### src/rtl/jas_pkg.sv
package jas_pkg;
  typedef struct packed {
    logic deep;
    logic enable;
    logic tx_path;
  } jas_cfg_t;

  localparam int LANES = 2;
  localparam int LANE_RX = 0;
  localparam int LANE_TX = 1;
endpackage

### src/rtl/jas_bitbuf.sv
module jas_bitbuf #(
  parameter int DS = 32,
  parameter int DD = 128,
  parameter int AW = $clog2(DD),
  localparam int PW = AW + 1
) (
  input  logic          clk,
  input  logic          rst_n,
  input  logic          restart,
  input  logic          deep,
  input  logic          wr_en,
  input  logic          wr_bit,
  input  logic          rd_en,
  output logic          rd_bit,
  output logic          rd_valid,
  output logic [PW-1:0] fill
);
  logic [DD-1:0] mem;
  logic [PW-1:0] wr_ptr, rd_ptr;
  logic [PW-1:0] depth, half, pmask;
  logic [AW-1:0] imask;
  logic          full, empty, do_wr, do_rd;

  always_comb begin
    depth = deep ? PW'(DD) : PW'(DS);
    half  = depth >> 1;
    pmask = deep ? {PW{1'b1}} : PW'(2 * DS - 1);
    imask = deep ? AW'(DD - 1) : AW'(DS - 1);
    fill  = (wr_ptr - rd_ptr) & pmask;
    full  = (fill == depth);
    empty = (fill == '0);
    do_wr = wr_en && !full;
    do_rd = rd_en && !empty;
  end

  always_ff @(posedge clk) begin
    if (!rst_n || restart) begin
      mem      <= '0;
      wr_ptr   <= half;
      rd_ptr   <= '0;
      rd_bit   <= 1'b0;
      rd_valid <= 1'b0;
    end else begin
      if (do_wr) begin
        mem[wr_ptr[AW-1:0] & imask] <= wr_bit;
        wr_ptr <= (wr_ptr + PW'(1)) & pmask;
      end
      rd_valid <= rd_en;
      if (rd_en) begin
        rd_bit <= empty ? 1'b0 : mem[rd_ptr[AW-1:0] & imask];
      end
      if (do_rd) begin
        rd_ptr <= (rd_ptr + PW'(1)) & pmask;
      end
    end
  end

  a_r2_fill_bounded: assert property (@(posedge clk) disable iff (!rst_n)
    fill <= depth);

  a_r1_recentre: assert property (@(posedge clk) disable iff (!rst_n)
    restart |=> (fill == ($past(depth) >> 1)));
endmodule

### src/rtl/jas_rdclk.sv
module jas_rdclk #(
  parameter int DS      = 32,
  parameter int DD      = 128,
  parameter int MARGIN  = 4,
  parameter int DIV_NOM = 16,
  parameter int AW      = $clog2(DD),
  localparam int PW     = AW + 1,
  localparam int CW     = $clog2(DIV_NOM + 2)
) (
  input  logic          clk,
  input  logic          rst_n,
  input  logic          restart,
  input  logic          run,
  input  logic          deep,
  input  logic [PW-1:0] fill,
  output logic          tick,
  output logic          trip
);
  logic [CW-1:0] cnt, len, next_len;
  logic [PW-1:0] depth;

  always_comb begin
    depth = deep ? PW'(DD) : PW'(DS);
    if (fill >= depth - PW'(MARGIN))
      next_len = CW'(DIV_NOM - 1);
    else if (fill <= PW'(MARGIN))
      next_len = CW'(DIV_NOM + 1);
    else
      next_len = CW'(DIV_NOM);
    tick = run && (cnt == len - CW'(1));
  end

  always_ff @(posedge clk) begin
    if (!rst_n || restart || !run) begin
      cnt  <= '0;
      len  <= CW'(DIV_NOM);
      trip <= 1'b0;
    end else begin
      trip <= 1'b0;
      if (tick) begin
        cnt  <= '0;
        len  <= next_len;
        trip <= (next_len != CW'(DIV_NOM));
      end else begin
        cnt <= cnt + CW'(1);
      end
    end
  end

  a_r6_trip_marks_odd_period: assert property (@(posedge clk) disable iff (!rst_n)
    trip |-> (len != CW'(DIV_NOM)));
endmodule

### src/rtl/jas_trip_flag.sv
module jas_trip_flag (
  input  logic clk,
  input  logic rst_n,
  input  logic hold,
  input  logic set,
  input  logic clr,
  output logic flag
);
  logic flag_q;

  always_ff @(posedge clk) begin
    if (!rst_n || hold)
      flag_q <= 1'b0;
    else if (set)
      flag_q <= 1'b1;
    else if (clr)
      flag_q <= 1'b0;
  end

  assign flag = flag_q & ~clr;

  a_r6_sticky: assert property (@(posedge clk) disable iff (!rst_n)
    (flag_q && !clr && !hold) |=> flag_q);

  a_r7_clear_next: assert property (@(posedge clk) disable iff (!rst_n)
    (clr && !set) |=> !flag_q);
endmodule

### src/rtl/jitter_smoother.sv
module jitter_smoother #(
  parameter int DS      = 32,
  parameter int DD      = 128,
  parameter int MARGIN  = 4,
  parameter int DIV_NOM = 16,
  localparam int AW     = $clog2(DD),
  localparam int PW     = AW + 1
) (
  input  logic          clk,
  input  logic          rst_n,
  input  logic          cfg_deep,
  input  logic          cfg_enable,
  input  logic          cfg_tx_path,
  input  logic          rx_in_bit,
  input  logic          rx_in_valid,
  input  logic          tx_in_bit,
  input  logic          tx_in_valid,
  input  logic          trip_clear,
  output logic          rx_out_bit,
  output logic          rx_out_valid,
  output logic          tx_out_bit,
  output logic          tx_out_valid,
  output logic          limit_flag,
  output logic [PW-1:0] fill_level
);
  import jas_pkg::*;

  jas_cfg_t          cfg, cfg_q;
  logic              restart;
  logic [LANES-1:0]  in_b, in_v, pass_b, pass_v;
  logic              buf_wr_en, buf_wr_bit, buf_bit, buf_valid;
  logic              rd_tick, trip_pulse;

  assign cfg     = '{deep: cfg_deep, enable: cfg_enable, tx_path: cfg_tx_path};
  assign restart = rst_n && (cfg != cfg_q);

  always_ff @(posedge clk) begin
    cfg_q <= cfg;
  end

  assign in_b = {tx_in_bit, rx_in_bit};
  assign in_v = {tx_in_valid, rx_in_valid};

  genvar g;
  generate
    for (g = 0; g < LANES; g++) begin : g_pass
      always_ff @(posedge clk) begin
        if (!rst_n) begin
          pass_b[g] <= 1'b0;
          pass_v[g] <= 1'b0;
        end else begin
          pass_b[g] <= in_b[g];
          pass_v[g] <= in_v[g];
        end
      end
    end
  endgenerate

  assign buf_wr_bit = cfg_tx_path ? tx_in_bit : rx_in_bit;
  assign buf_wr_en  = cfg_enable && (cfg_tx_path ? tx_in_valid : rx_in_valid);

  jas_bitbuf #(.DS(DS), .DD(DD), .AW(AW)) u_buf (
    .clk      (clk),
    .rst_n    (rst_n),
    .restart  (restart),
    .deep     (cfg_deep),
    .wr_en    (buf_wr_en),
    .wr_bit   (buf_wr_bit),
    .rd_en    (rd_tick),
    .rd_bit   (buf_bit),
    .rd_valid (buf_valid),
    .fill     (fill_level)
  );

  jas_rdclk #(.DS(DS), .DD(DD), .MARGIN(MARGIN), .DIV_NOM(DIV_NOM), .AW(AW)) u_div (
    .clk     (clk),
    .rst_n   (rst_n),
    .restart (restart),
    .run     (cfg_enable),
    .deep    (cfg_deep),
    .fill    (fill_level),
    .tick    (rd_tick),
    .trip    (trip_pulse)
  );

  jas_trip_flag u_flag (
    .clk   (clk),
    .rst_n (rst_n),
    .hold  (!cfg_enable || restart),
    .set   (trip_pulse),
    .clr   (trip_clear),
    .flag  (limit_flag)
  );

  always_comb begin
    rx_out_bit   = pass_b[LANE_RX];
    rx_out_valid = pass_v[LANE_RX];
    tx_out_bit   = pass_b[LANE_TX];
    tx_out_valid = pass_v[LANE_TX];
    if (cfg_enable && !cfg_tx_path) begin
      rx_out_bit   = buf_bit;
      rx_out_valid = buf_valid;
    end
    if (cfg_enable && cfg_tx_path) begin
      tx_out_bit   = buf_bit;
      tx_out_valid = buf_valid;
    end
  end

  // spacing of buffered output strobes, measured independently of the divider
  logic [5:0] chk_gap;
  logic       chk_seen;
  always_ff @(posedge clk) begin
    if (!rst_n || restart || !cfg_enable) begin
      chk_gap  <= '0;
      chk_seen <= 1'b0;
    end else if (buf_valid) begin
      chk_gap  <= '0;
      chk_seen <= 1'b1;
    end else if (chk_gap != 6'h3f) begin
      chk_gap <= chk_gap + 6'd1;
    end
  end

  a_r4_r5_period_range: assert property (@(posedge clk) disable iff (!rst_n)
    (buf_valid && chk_seen && cfg_enable && !restart) |->
      (chk_gap >= 6'(DIV_NOM - 2) && chk_gap <= 6'(DIV_NOM)));

  a_r8_bypass_flag_low: assert property (@(posedge clk) disable iff (!rst_n)
    !cfg_enable |=> !u_flag.flag_q);
endmodule

### config.mk
export PLATFORM = sky130hd
export DESIGN_NAME = jitter_smoother
export DESIGN_NICKNAME = d
export VERILOG_FILES = /design/src/rtl/jas_pkg.sv /design/src/rtl/jas_bitbuf.sv /design/src/rtl/jas_rdclk.sv /design/src/rtl/jas_trip_flag.sv /design/src/rtl/jitter_smoother.sv
export SDC_FILE = /design/constraint.sdc
export NUM_CORES = 1
export LEC_CHECK = 0
export BUFFER_PORTS_ARGS = -buffer_cell sky130_fd_sc_hd__buf_2
export CORE_MARGIN = 10
export CORE_UTILIZATION = 50
export DETAILED_ROUTE_END_ITERATION = 10
export PLACE_DENSITY = 0.72
export SYNTH_ARGS = -nofsm -noshare
export SYNTH_HDL_FRONTEND = slang
export SYNTH_SLANG_ARGS = --single-unit
### constraint.sdc
create_clock -name clk -period 5.62 [get_ports clk]
set_input_delay 1.124 -clock clk [delete_from_list [all_inputs] [get_ports clk]]
set_output_delay 1.124 -clock clk [all_outputs]
set_load 0.05 [all_outputs]
==> metrics.yaml <==
yosys:
  synth_common_cells: "dfxtp_1, o41ai_1, o311ai_0"
  synthArstFlopShare: 0
  ys_types: 68
  synth_cells: 910
  synth-edff-count: 7
  syn_nets: 934
  synth_top_area_frac: 0.357
  avgSynthCellArea_sq_um: 9.62
  synth_warnings: 0
  synth_top_cell_by_area: "dfxtp_1"
  ys.flop_type: "dfxtp_1"
  yosys-top-cells-area: "dfxtp_1, o41ai_1, o311ai_0"
  ys_seq_area_frac: 0.381
  yosysMostFrequentCell: "dfxtp_1"
  ys_ff_latch: 163
  netlist_area_sq_um: 8750
routing:
  ant_nets: 0
  vias: 7439
  drt_iter0_drc: 769
  drc: 0
  viasPerCell: 6.79
  post_drt_wl_per_cell_um: 21.4
  dr.pass1.iters: 8
  drt_wl_total_um: 23400
setup_path:
  critPathLaunchType: "flop"
  slowest_delay_ns: 0.71
  crit_path_end_kind: "output port"
  crit_type: "reg -> out"
  crit_path_max_fanout: 19
  cp.required_ns: 4.50
  path_buf_inv: 2
  arrival_ns: 3.49
  critPathSlowestCell: "dfxtp_1"
  cp_top_family: "buffers and inverters"
  cp_cell_sequence: "clkinv_1 > ha_1 > and2_1 > a221oi_2 > nand2_1 > xor2_1 > buf_2"
finish:
  fillers: 1542
  diodes: 0
  area_delta_synth_final_pct: 7.35
  multi_input_area_sq_um: 4920
  layout-drive-gt1-share: 0.133
  regArea_sq_um: 3330
  nNetsFinal: 881
  final_cells: 1095
  final_core_util: 0.545
sta:
  slew_viol_final: 0
  max_freq_ghz: 0.217
  hold_viol: 0
  clock_skew_ns: 0.0120
  setup_viol: 0
  relSlewSlack: 0.278
  period_needed_ns: 4.62
  tightest_slew_ns: 1.08
  fin_tns_setup_ns: 0
  rsz0062_at_grt: "false"
  whs_ns: 0.462
  min_period_over_period: 0.822
grt:
  grt_max_degree: 121
  grtUsageTotal: 0.194
  grt_pass1_wl_um: 37600
  antenna_found_initial: 0
  grt_pass1_vias: 6794
  grt_overflow: 0
placement:
  dp_hpwl_um: 14600
  gp_congestion: 0.897
  dp_cells: 1063
  port_buffers: 22
die:
  dieArea_sq_um: 23200
  die_x_um: 152
  start_util: 0.508
  pin_count: 23
  core_area_sq_um: 17200
  die_h_um: 152
  rows: 48
clock_tree:
  cts_buffers: 17
  post_cts_buffers: 0
  postCtsHoldBufs: 0
  clk_path_buf_depth: 2
  root_buffer: "clkbuf_16"
  htree_levels: 4
  cts_resized: 0
  clkTransAtPathRegs_ns: 0.07
  insertion_delay_ns: 0.44
  cts_sinks: 163
  cts_tree: "done"
power_and_ir_drop:
  seq_power_share: 0.461
  p_total_mw: 2.56
  irDropWorstVdd_mv: 0.213
  switching_share: 0.292
  power.density_nw_per_um2: 273
  p_int_mw: 1.81
  p_leak_nw: 3.17
  switching_power_uw: 749
  p_comb_frac: 0.102
  clock_power_share: 0.438
run_status:
  status: "completed"
run:
  cap_violations: 0
worst_hold_path:
  min_path_type: "reg -> reg"
[metal layers]
layer  GRT usage  share of wire  wire [um]
met1       0.263           0.44      10400
met2       0.292           0.46      10700
met3      0.0471          0.069       1630
met4      0.0766          0.027        638
met5           0              0          0
[logic make-up (layout without fill, tap and decap cells)]
logic type,count (synthesis),count (layout),synth area share
AO/OA/AOI/OAI,254,254,0.244
AND/OR/NAND/NOR,244,244,0.132
flip-flops,163,163,0.381
buffers and inverters,125,85,0.0596
multiplexers,89,89,0.141
XOR/XNOR,21,21,0.0210
adder cells (fa/ha/maj),14,14,0.0209
[placed cells by master (no fill, tap or decap), types with 6 or more instances in the layout]
cell and count:
inv_1 13, and3_1 7, nand3_1 52, o311ai_0 91, nor2_1 45, and2_1 9
mux2i_1 56, o21ai_0 9, clkbuf_16 17, mux2_2 6, buf_2 22, or3_1 6
a21oi_1 10, o41ai_1 92, buf_4 14, ha_1 13, xor2_1 6, nand2_1 84
nand4_1 7, xnor2_1 15, edfxtp_1 7, mux4_2 27, inv_6 6, dfxtp_1 155
o21a_1 9
[final cells by class]
type / count / share of cell area
multi-input combinational: 622 / 0.524
tap: 225 / 0.0300
timing repair buffer: 37 / 0.0250
inverter: 16 / 0.00639
sequential: 163 / 0.355
clock inverter: 14 / 0.0144
clock buffer: 18 / 0.0457
[registers in the layout, indices dropped and copies added, names as in the netlist]
| register | count |
|---|---|
| u_div.cnt | 5 |
| u_buf.wr_ptr | 8 |
| u_buf.rd_valid | 1 |
| u_flag.flag_q | 1 |
| u_div.len | 3 |
| u_buf.mem | 128 |
| u_buf.rd_ptr | 8 |
| u_div.trip | 1 |
| pass_b | 2 |
| pass_v | 2 |
| cfg_q | 3 |
| u_buf.rd_bit | 1 |
[worst paths after layout]
check / end / depth (start not counted) / startpoint / slack [ns]
worst max-delay path: fill_level[5] / 7 / u_buf.rd_ptr[3]$_SDFFE_PP0P_ / 1.00
worst max register to register: u_buf.wr_ptr[1]$_SDFFCE_PP0P_ / 10 / u_buf.rd_ptr[3]$_SDFFE_PP0P_ / 1.27
worst min-delay path: u_buf.mem[114]$_SDFFE_PP0P_ / 2 / u_buf.mem[114]$_SDFFE_PP0P_ / 0.46
worst min register to register: u_buf.mem[114]$_SDFFE_PP0P_ / 2 / u_buf.mem[114]$_SDFFE_PP0P_ / 0.46
[through the flow]
stage	instance area [sq um]	setup slack, ns
CTS	9400	1.05
finish	9400	1.00
global placement	8830	1.53
global route	9400	0.784
floorplan	8750	1.44
detailed placement	8830	1.28
[worst register-to-register path, cell delays in order (launching register included)]
cell and delay (ns):
dfxtp_1 0.71, clkinv_1 0.45, ha_1 0.46, and2_1 0.19, a221oi_2 0.30, nand2_1 0.18, xor2_1 0.18, ha_1 0.37
a211oi_4 0.07, buf_12 0.23, o21ai_0 0.83
[power by group through the flow]
stage          combinational (mW)  sequential [mW]  clock (mW)
6_report                    0.260             1.18        1.12
2_1_floorplan               0.203             1.20           0
3_3_place_gp                0.253             1.21           0
3_5_place_dp                0.256             1.21           0
4_1_cts                     0.257             1.18        1.14
5_1_grt                     0.280             1.18        1.19
(Power assumes the default switching activity.)
